--- src/rtl/chain_seq_pkg.sv ---
package chain_seq_pkg;
   localparam int CH_BITS = 3;
   localparam int NIB_W   = CH_BITS + 1;
   localparam int CH_PER_DEV = 1 << CH_BITS;

   typedef enum logic [1:0] {
      ST_IDLE  = 2'd0,
      ST_SHIFT = 2'd1,
      ST_GAP   = 2'd2
   } seq_state_t;
endpackage

--- src/rtl/edge_timer.sv ---
module edge_timer #(
   parameter int HALF = 13
) (
   input  logic clk,
   input  logic rst_n,
   input  logic run,
   output logic tick
);
   localparam int CW = (HALF > 1) ? $clog2(HALF) : 1;

   if (HALF < 1) begin : g_bad_half
      $error("edge_timer: HALF must be at least 1");
   end

   logic [CW-1:0] cnt;

   always_ff @(posedge clk or negedge rst_n) begin
      if (!rst_n)                   cnt <= '0;
      else if (!run)                cnt <= '0;
      else if (cnt == CW'(HALF-1))  cnt <= '0;
      else                          cnt <= cnt + 1'b1;
   end

   assign tick = run && (cnt == CW'(HALF-1));
endmodule

--- src/rtl/sel_frame_build.sv ---
module sel_frame_build
   import chain_seq_pkg::*;
#(
   parameter int N_DEV = 3,
   parameter int IDX_W = 5
) (
   input  logic [IDX_W-1:0]       chan_i,
   output logic [N_DEV*NIB_W-1:0] word_o
);
   logic [31:0] dev_num;
   assign dev_num = 32'(chan_i) >> CH_BITS;

   for (genvar d = 0; d < N_DEV; d++) begin : g_dev
      logic hit;
      assign hit = (dev_num == 32'(d));
      assign word_o[d*NIB_W +: NIB_W] = hit ? {1'b1, chan_i[CH_BITS-1:0]} : '0;
   end
endmodule

--- src/rtl/rx_shift.sv ---
module rx_shift #(
   parameter int W = 12
) (
   input  logic         clk,
   input  logic         rst_n,
   input  logic         en,
   input  logic         din,
   output logic [W-1:0] q
);
   if (W < 2) begin : g_bad_w
      $error("rx_shift: W must be at least 2");
   end

   always_ff @(posedge clk or negedge rst_n) begin
      if (!rst_n)  q <= '0;
      else if (en) q <= {q[W-2:0], din};
   end
endmodule

--- src/rtl/chain_sel_adc_seq.sv ---
module chain_sel_adc_seq
   import chain_seq_pkg::*;
#(
   parameter  int N_DEV    = 3,
   parameter  int DIV_HALF = 13,
   parameter  int RES_W    = 12,
   localparam int IDX_W    = $clog2(N_DEV*CH_PER_DEV)
) (
   input  logic             clk,
   input  logic             rst_n,
   input  logic             req_i,
   input  logic [IDX_W-1:0] chan_i,
   output logic             busy_o,
   output logic             valid_o,
   output logic [RES_W-1:0] result_o,
   output logic             sclk_o,
   output logic             mosi_o,
   input  logic             miso_i,
   output logic             frame_o
);
   localparam int SEL_BITS = N_DEV * NIB_W;
   localparam int TOT_BITS = SEL_BITS + 1 + RES_W;
   localparam int CNT_W    = $clog2(TOT_BITS);

   if (N_DEV < 1 || N_DEV > 8) begin : g_bad_ndev
      $error("chain_sel_adc_seq: N_DEV must lie in 1..8");
   end
   if (DIV_HALF < 1) begin : g_bad_div
      $error("chain_sel_adc_seq: DIV_HALF must be at least 1");
   end

   seq_state_t          st;
   logic                frame_q, sclk_q, valid_q, tick, rx_en;
   logic [CNT_W-1:0]    bit_cnt;
   logic [SEL_BITS-1:0] tx_sr, sel_word;
   logic [1:0]          gap_cnt;
   logic [N_DEV-1:0]    en_now;

   edge_timer #(.HALF(DIV_HALF)) u_tmr (
      .clk  (clk),
      .rst_n(rst_n),
      .run  (st != ST_IDLE),
      .tick (tick)
   );

   sel_frame_build #(.N_DEV(N_DEV), .IDX_W(IDX_W)) u_bld (
      .chan_i(chan_i),
      .word_o(sel_word)
   );

   assign rx_en = (st == ST_SHIFT) && tick && !sclk_q &&
                  (bit_cnt >= CNT_W'(SEL_BITS + 1));

   rx_shift #(.W(RES_W)) u_rx (
      .clk  (clk),
      .rst_n(rst_n),
      .en   (rx_en),
      .din  (miso_i),
      .q    (result_o)
   );

   always_ff @(posedge clk or negedge rst_n) begin
      if (!rst_n) begin
         st      <= ST_IDLE;
         frame_q <= 1'b0;
         sclk_q  <= 1'b0;
         valid_q <= 1'b0;
         bit_cnt <= '0;
         tx_sr   <= '0;
         gap_cnt <= '0;
      end else begin
         valid_q <= 1'b0;
         case (st)
            ST_IDLE: begin
               if (req_i) begin
                  st      <= ST_SHIFT;
                  frame_q <= 1'b1;
                  sclk_q  <= 1'b0;
                  tx_sr   <= sel_word;
                  bit_cnt <= '0;
               end
            end
            ST_SHIFT: begin
               if (tick) begin
                  if (!sclk_q) begin
                     sclk_q <= 1'b1;
                  end else begin
                     sclk_q <= 1'b0;
                     if (bit_cnt == CNT_W'(TOT_BITS - 1)) begin
                        frame_q <= 1'b0;
                        valid_q <= 1'b1;
                        gap_cnt <= '0;
                        st      <= ST_GAP;
                     end else begin
                        bit_cnt <= bit_cnt + 1'b1;
                        tx_sr   <= tx_sr << 1;
                     end
                  end
               end
            end
            ST_GAP: begin
               if (tick) begin
                  if (gap_cnt == 2'd3) st <= ST_IDLE;
                  else                 gap_cnt <= gap_cnt + 1'b1;
               end
            end
            default: st <= ST_IDLE;
         endcase
      end
   end

   assign busy_o  = (st != ST_IDLE);
   assign valid_o = valid_q;
   assign sclk_o  = sclk_q;
   assign frame_o = frame_q;
   assign mosi_o  = frame_q && (bit_cnt < CNT_W'(SEL_BITS)) && tx_sr[SEL_BITS-1];

   for (genvar d = 0; d < N_DEV; d++) begin : g_en
      assign en_now[d] = tx_sr[d*NIB_W + NIB_W - 1];
   end


   idle_sclk_low_chk: assert property (@(posedge clk) disable iff (!rst_n)
      !frame_q |-> !sclk_q);

   valid_pulse_chk: assert property (@(posedge clk) disable iff (!rst_n)
      valid_q |=> !valid_q);

   result_hold_chk: assert property (@(posedge clk) disable iff (!rst_n)
      !frame_q |=> $stable(result_o));

   accept_idle_chk: assert property (@(posedge clk) disable iff (!rst_n)
      $rose(frame_q) |-> ($past(st) == ST_IDLE));

   one_enable_chk: assert property (@(posedge clk) disable iff (!rst_n)
      $rose(frame_q) |-> $onehot0(en_now));

   gap_frame_low_chk: assert property (@(posedge clk) disable iff (!rst_n)
      (st == ST_GAP) |-> !frame_q);
endmodule

--- config.mk ---
export PLATFORM = sky130hd
export DESIGN_NAME = chain_sel_adc_seq
export DESIGN_NICKNAME = d
export VERILOG_FILES = /design/src/rtl/chain_seq_pkg.sv /design/src/rtl/edge_timer.sv /design/src/rtl/sel_frame_build.sv /design/src/rtl/rx_shift.sv /design/src/rtl/chain_sel_adc_seq.sv
export SDC_FILE = /design/constraint.sdc
export NUM_CORES = 1
export LEC_CHECK = 0
export ABC_AREA = 1
export ABC_CLOCK_PERIOD_IN_PS = 4100
export BUFFER_PORTS_ARGS = -buffer_cell sky130_fd_sc_hd__buf_2
export CAP_MARGIN = 20
export CORE_UTILIZATION = 55
export CTS_BUF_LIST = sky130_fd_sc_hd__clkbuf_8 sky130_fd_sc_hd__clkbuf_16
export DETAILED_ROUTE_END_ITERATION = 8
export GPL_ROUTABILITY_DRIVEN = 0
export PLACE_DENSITY = 0.76
export SYNTH_ARGS = -nofsm -noshare
export SYNTH_HDL_FRONTEND = slang
export SYNTH_SLANG_ARGS = --single-unit
--- constraint.sdc ---
create_clock -name clk -period 4.1 [get_ports clk]
set_clock_uncertainty 0.1 [all_clocks]
set_input_delay 0 -clock clk [delete_from_list [all_inputs] [get_ports clk]]
set_output_delay 0 -clock clk [all_outputs]
set_load 0.02 [all_outputs]
=== Yosys cells after proc, flatten, opt, wreduce, memory -nomap -nowiden ===
Cells that the tools add are included.

* Bits in registers: 40
* Output and inout bits: 17
* Word-level logic and storage cells: 87
* Input port bits: 9

* Equal/unequal tests: 15
* Reduce and logical (&&, ||, !) cells: 17
* Add/sub/neg operators: 3
* Order comparisons: 2
* Mux-type cells: 41

{| class="wikitable"
|+ Operator list
! cell !! number
|-
| $mux W12 || 4
|-
| $logic_not A32 Y1 || 1
|-
| $pmux W12 S2 || 1
|-
| $mux W2 || 11
|-
| $mux W4 || 5
|-
| $mux W5 || 4
|-
| $ne A2 B2 Y1 const B || 7
|-
| $reduce_and A6 Y1 || 2
|-
| $mux W1 || 11
|-
| $pmux W5 S2 || 1
|-
| $reduce_and A5 Y1 || 2
|-
| $eq A2 B2 Y1 const B || 3
|-
| $logic_and A1 B1 Y1 || 6
|-
| $pmux W2 S3 || 1
|-
| $reduce_bool A2 Y1 || 3
|-
| $add A5 B1 Y5 const B || 1
|-
| $eq A5 B5 Y1 const B || 1
|-
| $ge A5 B4 Y1 const B || 1
|-
| $lt A5 B4 Y1 const B || 1
|-
| $add A4 B1 Y4 const B || 1
|-
| $eq A2 B1 Y1 const B || 2
|-
| $eq A4 B4 Y1 const B || 1
|-
| $pmux W1 S2 || 2
|-
| $pmux W2 S2 || 1
|-
| other kinds (5) || 5
|}

=== Logic depth before layout (Yosys ltp) ===
Gate-level depths: netlist of run 1.

* Depth after elaboration: 5
* Mapped depth: 10
* Depth with buffers taken out: 10

=== By module ===
A second synthesis of run 1 with hierarchy kept.

* Cells, all modules: 289
* Area total of the unflattened synthesis: 2107.0 µm²

{| class="wikitable"
|+ By module, submodules not included
! module !! area each (µm²) !! cells an instance !! seq. area each (µm²) !! times used
|-
| chain_sel_adc_seq || 1340.0 || 192 || 600.6 || 1
|-
| rx_shift || 457.9 || 51 || 300.3 || 1
|-
| edge_timer || 203.9 || 23 || 100.1 || 1
|-
| sel_frame_build || 105.1 || 23 || 0.0 || 1
|}

=== Worst setup path before layout of run 1 ===
No wires, ideal clock.

* Kind: reg-to-reg
* From: reg u_tmr.cnt[0]
* To: reg bit_cnt[2]
* Cell stages (with the launch flop): 9
* Period minus slack after synthesis: 1.560 ns
* Buffers on the path: 1
* Arrival time: 1.342 ns
* Slack: 2.540 ns
* Setup time: 0.118 ns
* Required time: 3.882 ns
* Path through: dfrtp_1 -> inv_1 -> ha_1 -> nand3_4 -> o21ai_4 -> nand3_2 -> buf_6 -> nand2_1 -> o21ai_2

* Longest elaborated chain between the ends: 4

{| class="wikitable"
|+ Ends and longest elaborated chain
! what !! line !! text
|-
| start: declaration || edge_timer.sv:15 || <nowiki>logic [CW-1:0] cnt;</nowiki>
|-
| start signal: assignment || edge_timer.sv:21 || <nowiki>else cnt <= cnt + 1'b1;</nowiki>
|-
| $eq A4 B4 Y1 || edge_timer.sv:24 || <nowiki>assign tick = run && (cnt == CW'(HALF-1));</nowiki>
|-
| $logic_and A1 B1 Y1 || edge_timer.sv:24 ||
|-
| $ne A2 B2 Y1 (no line) || -- ||
|-
| $reduce_and A5 Y1 (no line) || -- ||
|-
| end signal: assignment || chain_sel_adc_seq.sv:95 || <nowiki>bit_cnt <= bit_cnt + 1'b1;</nowiki>
|-
| end: declaration || chain_sel_adc_seq.sv:34 || <nowiki>logic [CNT_W-1:0] bit_cnt;</nowiki>
|}

No other way between the ends.
A chain may end at the register's enable or synchronous reset.

=== Worst setup path after layout of run 1 ===
* From: reg bit_cnt[1]
* To: reg u_rx.q[9]

* Longest elaborated chain between the ends: 2

{| class="wikitable"
|+ Ends and longest elaborated chain
! what !! line !! text
|-
| $ge A5 B4 Y1 || chain_sel_adc_seq.sv:52 || <nowiki>(bit_cnt >= CNT_W'(SEL_BITS + 1));</nowiki>
|-
| $logic_and A1 B1 Y1 || chain_sel_adc_seq.sv:51 || <nowiki>assign rx_en = (st == ST_SHIFT) && tick && !sclk_q &&</nowiki>
|-
| end signal: assignment || rx_shift.sv:16 || <nowiki>else if (en) q <= {q[W-2:0], din};</nowiki>
|-
| end: declaration || rx_shift.sv:8 || <nowiki>output logic [W-1:0] q</nowiki>
|}

No other way between the ends.

==> results of run 1 <==
[cells in the mapped netlist]
cell type    n  share of area
o21bai_1     1         0.0036
nand3_2      1         0.0048
nand2_1    104           0.19
nand3_4      1         0.0083
nor2_2       2         0.0060
nand3b_1     1         0.0036
a21oi_1      2         0.0048
xor2_1       2         0.0083
inv_2        1         0.0018
o21ai_2      6          0.025
nand3_1     24          0.057
buf_2        3         0.0072
buf_4        3          0.011
ha_1         6          0.036
inv_1       23          0.041
o21ai_4      1         0.0078
nand2_2      4          0.012
nor2_4       2          0.011
buf_6        2          0.011
o21ai_1      1         0.0024
o21ai_0     15          0.036
nor3_1       2         0.0048
dfrtp_1     40           0.48
xnor2_1      1         0.0042
nor2_1      17          0.030
[worst paths after layout]
| kind | slack (ns) | startpoint | to | depth (start not counted) |
|---|---|---|---|---|
| worst max-delay path | 1.91 | bit_cnt[1]$_DFFE_PN0P_ | u_rx.q[9]$_DFFE_PN0P_ | 7 |
| worst min-delay path | 0.02 | chan_i[3] | tx_sr[3]$_DFFE_PN0P_ | 6 |
| worst max register to register | 1.91 | bit_cnt[1]$_DFFE_PN0P_ | u_rx.q[9]$_DFFE_PN0P_ | 7 |
| worst min register to register | 0.38 | u_rx.q[11]$_DFFE_PN0P_ | u_rx.q[11]$_DFFE_PN0P_ | 2 |
| max in group asynchronous | 3.10 | rst_n | bit_cnt[0]$_DFFE_PN0P_ | 2 |
| min in group asynchronous | 0.26 | rst_n | u_tmr.cnt[2]$_DFF_PN0_ | 2 |
[state kept, by name (all words and copies together), names as in the netlist]
name / cells
gap_cnt: 2
st: 2
u_rx.q: 12
sclk_o: 1
tx_sr: 12
bit_cnt: 5
u_tmr.cnt: 4
frame_o: 1
valid_o: 1
[cell type report]
class / instances / share of cell area
Timing Repair Buffer: 30 / 0.07411
Inverter: 24 / 0.03812
Sequential cell: 40 / 0.4235
Multi-Input combinational cell: 193 / 0.4007
Clock inverter: 2 / 0.003176
Tap cell: 48 / 0.02541
Clock buffer: 6 / 0.03494
[worst reg2reg max path: stages, from the launching register on]
cell,delay (ns)
dfrtp_1,0.42
inv_1,0.10
ha_1,0.14
nor3_1,0.04
o21ai_1,0.61
nand2_1,0.45
nand2_1,0.17
nand2_1,0.06
[timing repair]
action / CTS / global route
hold buffers: 5 / 0
gates resized for setup: 0 / 0
endpoints found under the hold margin: 46 / 0
[power by group through the flow]
stage / clock, mW / combinational [mW] / sequential, mW
global placement: 0 / 0.0147 / 0.402
finish: 0.261 / 0.0169 / 0.394
detailed placement: 0 / 0.0146 / 0.402
CTS: 0.265 / 0.0175 / 0.394
global route: 0.284 / 0.0197 / 0.394
floorplan: 0 / 0.00193 / 0.402
[metal layers]
| layer | up-vias | track usage | wire (µm) |
|---|---|---|---|
| met5 | - | 0 | 0 |
| met4 | 0 | 0.1023 | 72 |
| met3 | 7 | 0.04286 | 157 |
| met2 | 42 | 0.3178 | 1722 |
| met1 | 775 | 0.2646 | 1856 |
| li1 | 886 | - | - |
[kinds of logic (layout without fill, tap and decap cells)]
family / count (synthesis) / count (layout) / share of synthesized area
flip-flops: 40 / 40 / 0.4770
AO/OA/AOI/OAI: 26 / 26 / 0.07931
XOR/XNOR: 3 / 3 / 0.01252
AND/OR/NAND/NOR: 158 / 158 / 0.3238
buffers and inverters: 32 / 62 / 0.07155
adder cells (fa/ha/maj): 6 / 6 / 0.03578
==> metrics.yaml, run 1 <==
max_freq_mhz: 456.5
die_h_um: 63.77
clk-insertion-delay-late_ns: 0.29
syn_nets: 280
clockBufferDepth: 2
rows: 22
cts_inserted_buffers: 5
postCtsSetupRepairBufs: 0
grt_max_degree: 41
setup_ws_ns: 1.909
peakVddDrop_mv: 0.2144
num-nets-final: 309
grt_pass1_wl_um: 6368
tightest_slew_ns: 0.8679
htree_levels: 2
regArea_um2: 1001
synth-seq-cells: 40
rsz0062_at_grt: "no"
dpl_cell_area_um2: 2223
setup_viol: 0
place_inst: 330
initial_core_util: 0.5731
routed_wl_um: 3807
drive_gt1_frac: 0.1661
final_cell_mix: "nand2_1 (104), dfrtp_1 (40), inv_1 (25), buf_2 (25), nand3_1 (24)"
drv_cap: 0
whs_ns: 0.01633
fin_cells: 343
stdcell_area_um2: 2364
io_buffers: 25
required_ns: 4.18
cts_tree: "yes"
grt.total_usage: 0.2028
min_path_type: "input pin to flop"
power_switching_mw: 0.1396
p_leak_nw: 1.295
syn_inst: 265
cts.sinks: 40
ys_warn_count: 0
antenna_found_initial: 0
syn_to_final_growth_pct: 12.64
outcome: "completed"
syn_area_per_cell_um2: 7.918
dr.pass1.iters: 4
cp-end-kind: "flop"
p_sw_frac: 0.2077
pwr-share-comb: 0.025
clk_pin_slew_ns: 0.07
internal_power_mw: 0.5323
hold_viol: 0
fillers: 312
wl_per_cell_um: 11.10
final_common_cell: "nand2_1"
fp.dieArea_um2: 4066
diodes: 0
crit_chain: "inv_1 > ha_1 > nor3_1 > o21ai_1 > nand2_1 > nand2_1 > nand2_1"
crit_type: "flop to flop"
fp.coreArea_um2: 3661
cp-start-kind: "flop"
pwr-share-seq: 0.587
power_density_nw_per_um2: 284.3
initialDrtViolationCount: 147
min_period_ns: 2.191
ant_nets: 0
critPathBufInv: 1
via_per_inst: 4.985
vias: 1710
dp_hpwl_um: 2631
worst_path_max_delay_cell: "o21ai_1"
post-route-period-util: 0.5343
multi_input_comb_area_um2: 947.2
tns_ns: 0
timing.slew.headroom: 0.4214
synth_cell_types: 25
grt_pass1_vias: 1494
pin_count: 26
max_stage_delay_ns: 0.61
slew_viol_final: 0
drc: 0
grt_overflow_total: 0
crit_family: "simple AND/OR/NAND/NOR gates"
crit_fanout: 13
power_mw: 0.6718
place_ws_ns: 1.930
utilization: 0.6456
p_clk_frac: 0.388
cp_common_cell: "nand2_1"
worst_ep_arrival_time_ns: 2.27
die_w_um: 63.77
yosysSeqAreaShare: 0.4770
syn-cell-area_um2: 2098
cts_root_buffer: "clkbuf_8"
Note: power is estimated with default switching activity, not from simulation.
==> run 2, diff against run 1 <==
ABC_AREA = 0   (was 1)
ABC_CLOCK_PERIOD_IN_PS = 1750   (was 4100)
CORE_UTILIZATION = 51   (was 55)
PLACE_DENSITY = 0.75   (was 0.76)
clock period = 1.75 ns   (was 4.1 ns; I/O delays follow)
==> run 2 against run 1 <==
Effect of this change: worst hold slack improved by 0.0077 ns; die area shrank 1.7%; register-to-register slack worse by 2.0 ns; critical endpoint is now u_rx.q[4]$_DFFE_PN0P_; via count down 7.7%; largest cell class unchanged; fmax is 21% higher; synthesized area down 8.9%; combinational power grew to 70 times the previous value; flip-flop and latch count is the same; count of clock-buffer cells in the layout is the same; clock power increased by 150%; cell count down 19%; the run now ends with setup timing left.
==> metrics.yaml, run 2 <==
outcome: "finished with violations"  # was completed
violations: "setup timing"
num-nets-final: 245  # was 309
grt_pass1_vias: 1567  # was 1,494
multi_input_comb_area_um2: 950.9  # was 947.2 µm²
top_usage_layer: "met2"  # unchanged
wl_per_cell_um: 16.70  # was 11.10 µm
rsz0062_at_grt: "yes"  # was no
r2r-end: "u_rx.q[4]$_DFFE_PN0P_"  # was u_rx.q[9]$_DFFE_PN0P_
drive_gt1_frac: 0.4113  # was 0.1661
synth_common_cells: "dfrtp_1 (40), nand2_1 (21), mux2_2 (12), inv_1 (11)"  # was nand2_1 (104), dfrtp_1 (40), nand3_1 (24), inv_1 (23), nor2_1 (17)
ant_nets: 0  # unchanged
rows: 21  # was 22
die_h_um: 63.23  # was 63.77 µm
synth_edf_count: 0  # unchanged
clk-insertion-delay-late_ns: 0.30  # was 0.29 ns
p_leak_nw: 1.203  # was 1.295 nW
p_clk_frac: 0.193  # was 0.388
regArea_um2: 1001  # unchanged
final_common_cell: "dfrtp_1"  # was nand2_1
dp_hpwl_um: 2857  # was 2631 µm
synth_top_cell_by_area: "dfrtp_1"  # unchanged
io_buffers: 25  # unchanged
yosysMostFrequentCell: "dfrtp_1"  # was nand2_1
pwr-share-seq: 0.453  # was 0.587
cts_root_buffer: "clkbuf_8"  # unchanged
grt_pass1_wl_um: 7293  # was 6368 µm
dpl_cell_area_um2: 2190  # was 2223 µm²
vias: 1578  # was 1,710
cts_inserted_buffers: 5  # unchanged
place_ws_ns: -0.1201  # was 1.930 ns
drv_cap: 0  # unchanged
crit_fanout: 12  # was 13
tightest_slew_ns: 0.8626  # was 0.8679 ns
crit_type: "flop to flop"  # unchanged
top_regs: "tx_sr (12), u_rx.q (12), bit_cnt (5)"  # unchanged
die_w_um: 63.23  # was 63.77 µm
htree_levels: 2  # unchanged
syn_to_final_growth_pct: 34.03  # was 12.64%
regToRegStartpoint: "u_tmr.cnt[0]$_DFF_PN0_"  # was bit_cnt[1]$_DFFE_PN0P_
max_freq_mhz: 550.9  # was 456.5 MHz
syn_inst: 174  # was 265
power_density_nw_per_um2: 1299  # was 284.3 nW/µm²
p_sw_frac: 0.3491  # was 0.2077
use_met3: 0.07428  # was 0.04286
min_path_type: "input pin to flop"  # unchanged
power_mw: 3.329  # was 0.6718 mW
worst_ep_arrival_time_ns: 1.90  # was 2.27 ns
pin_count: 26  # unchanged
required_ns: 1.83  # was 4.18 ns
diodes: 0  # unchanged
fp.coreArea_um2: 3468  # was 3661 µm²
syn_area_per_cell_um2: 10.99  # was 7.918 µm²
cp-end-kind: "flop"  # unchanged
synth_top_area_frac: 0.5236  # was 0.4770
use_met2: 0.4005  # was 0.3178
synth_flop_cell: "dfrtp_1"  # unchanged
r2r_setup_slack_ns: -0.07  # was 1.91 ns
startpoint: "u_tmr.cnt[0]$_DFF_PN0_"  # was bit_cnt[1]$_DFFE_PN0P_
cp-endpoint: "u_rx.q[4]$_DFFE_PN0P_"  # was u_rx.q[9]$_DFFE_PN0P_
fillers: 214  # was 312
dr.pass1.iters: 4  # unchanged
setup_ws_ns: -0.06510  # was 1.909 ns
drc: 0  # unchanged
routed_wl_um: 4627  # was 3807 µm
timing.slew.headroom: 0.4249  # was 0.4214
initialDrtViolationCount: 90  # was 147
cts_tree: "yes"  # unchanged
reg2reg_depth: 7  # unchanged
fin_cells: 277  # was 343
pwr-share-comb: 0.354  # was 0.025
synth_cell_types: 38  # was 25
synth-async-reset-ratio: 1.000  # unchanged
post-route-period-util: 1.037  # was 0.5343
synthTopCellsByArea: "dfrtp_1 (52%), mux2_2 (7.1%), o221a_2 (4.7%)"  # was dfrtp_1 (48%), nand2_1 (19%), nand3_1 (5.7%)
yosysSeqAreaShare: 0.5236  # was 0.4770
hold_viol: 0  # unchanged
clk_pin_slew_ns: 0.07  # about the same
met1_usage: 0.2878  # was 0.2646
final_cell_mix: "dfrtp_1 (40), buf_2 (25), nand2_1 (20), buf_4 (17), mux2_2 (12)"  # was nand2_1 (104), dfrtp_1 (40), inv_1 (25), buf_2 (25), nand3_1 (24)
place_inst: 256  # was 330
power_switching_mw: 1.162  # was 0.1396 mW
utilization: 0.7388  # was 0.6456
syn_nets: 189  # was 280
setup_viol: 13  # was 0
grt_overflow_total: 0  # unchanged
grt.total_usage: 0.2417  # was 0.2028
cp-start-kind: "flop"  # unchanged
initial_core_util: 0.5512  # was 0.5731
peakVddDrop_mv: 0.8423  # was 0.2144 mV
grt_max_degree: 41  # unchanged
ys_warn_count: 0  # unchanged
syn-cell-area_um2: 1912  # was 2098 µm²
whs_ns: 0.02398  # was 0.01633 ns
antenna_found_initial: 0  # unchanged
cts.sinks: 40  # unchanged
tns_ns: -0.6347  # was 0 ns
clockBufferDepth: 2  # unchanged
via_per_inst: 5.697  # was 4.985
synth-seq-cells: 40  # unchanged
internal_power_mw: 2.167  # was 0.5323 mW
fp.dieArea_um2: 3997  # was 4066 µm²
stdcell_area_um2: 2562  # was 2364 µm²
min_period_ns: 1.815  # was 2.191 ns
slew_viol_final: 0  # unchanged
[run 2: cell count changes in the layout (fill, tap and decap cells not counted), moves of 8 or more]
cell / delta
inv_1: -16
nor2_1: -11
o21ai_0: -11
buf_4: +17
o221a_4: +8
nand3_1: -18
nand2_1: -84
mux2_2: +12
[run 2: cell type report]
type / instances / area share
clock buffers: 6 / 0.03223
multi-input cells: 116 / 0.3711
well taps: 46 / 0.02246
flip-flops and latches: 40 / 0.3906
repair buffers: 56 / 0.1616
clock inverters: 2 / 0.005859
inverters: 11 / 0.01611
[run 2: how the worst min path moves through the flow]
stage	startpoint	endpoint	cells after the start
after floorplan	rst_n	bit_cnt[0]$_DFFE_PN0P_	0
after global placement	rst_n	u_rx.q[0]$_DFFE_PN0P_	1
after detailed placement	rst_n	u_rx.q[3]$_DFFE_PN0P_	1
after CTS	req_i	tx_sr[0]$_DFFE_PN0P_	3
after global routing	req_i	st[0]$_DFFE_PN0P_	3
final	req_i	tx_sr[0]$_DFFE_PN0P_	3
[run 2: logic make-up after synthesis]
logic type | count (synthesis) | share of synthesized area
flops | 40 | 0.5236
compound gates | 34 | 0.1296
fa+ha+maj | 6 | 0.03927
buf+inv | 18 | 0.04908
mux | 14 | 0.08115
simple gates | 60 | 0.1682
xor+xnor | 2 | 0.009164
[run 2: what timing repair did]
action                                 4_1_cts  5_1_grt
pin swaps                                    1        8
hold buffers                                 7        0
setup endpoints to repair                   27       31
buffers inserted                             3        2
resized for setup                            8       26
endpoints found under the hold margin       52        0
cloned                                       1        0
[run 2: metal layers]
| metal | vias to the layer above | routed length [µm] |
|---|---|---|
| li1 | 734 | - |
| met1 | 771 | 1958 |
| met2 | 58 | 2278 |
| met3 | 15 | 238 |
| met4 | 0 | 151 |
| met5 | - | 0 |
[run 2: power by group through the flow]
stage	combinational (mW)	sequential, mW	clock (mW)
after floorplan	0.563	1.48	0
after global placement	0.914	1.43	0
after detailed placement	0.972	1.46	0
after CTS	1.03	1.45	0.657
after global routing	1.31	1.54	0.702
final	1.18	1.51	0.644
[run 2: worst max-delay path: stages (launching register included)]
cell and delay (ns):
dfrtp_1 0.39, inv_2 0.09, ha_4 0.14, and3_4 0.22, nand2_4 0.06, nor4_4 0.18, buf_12 0.18, mux2_2 0.34
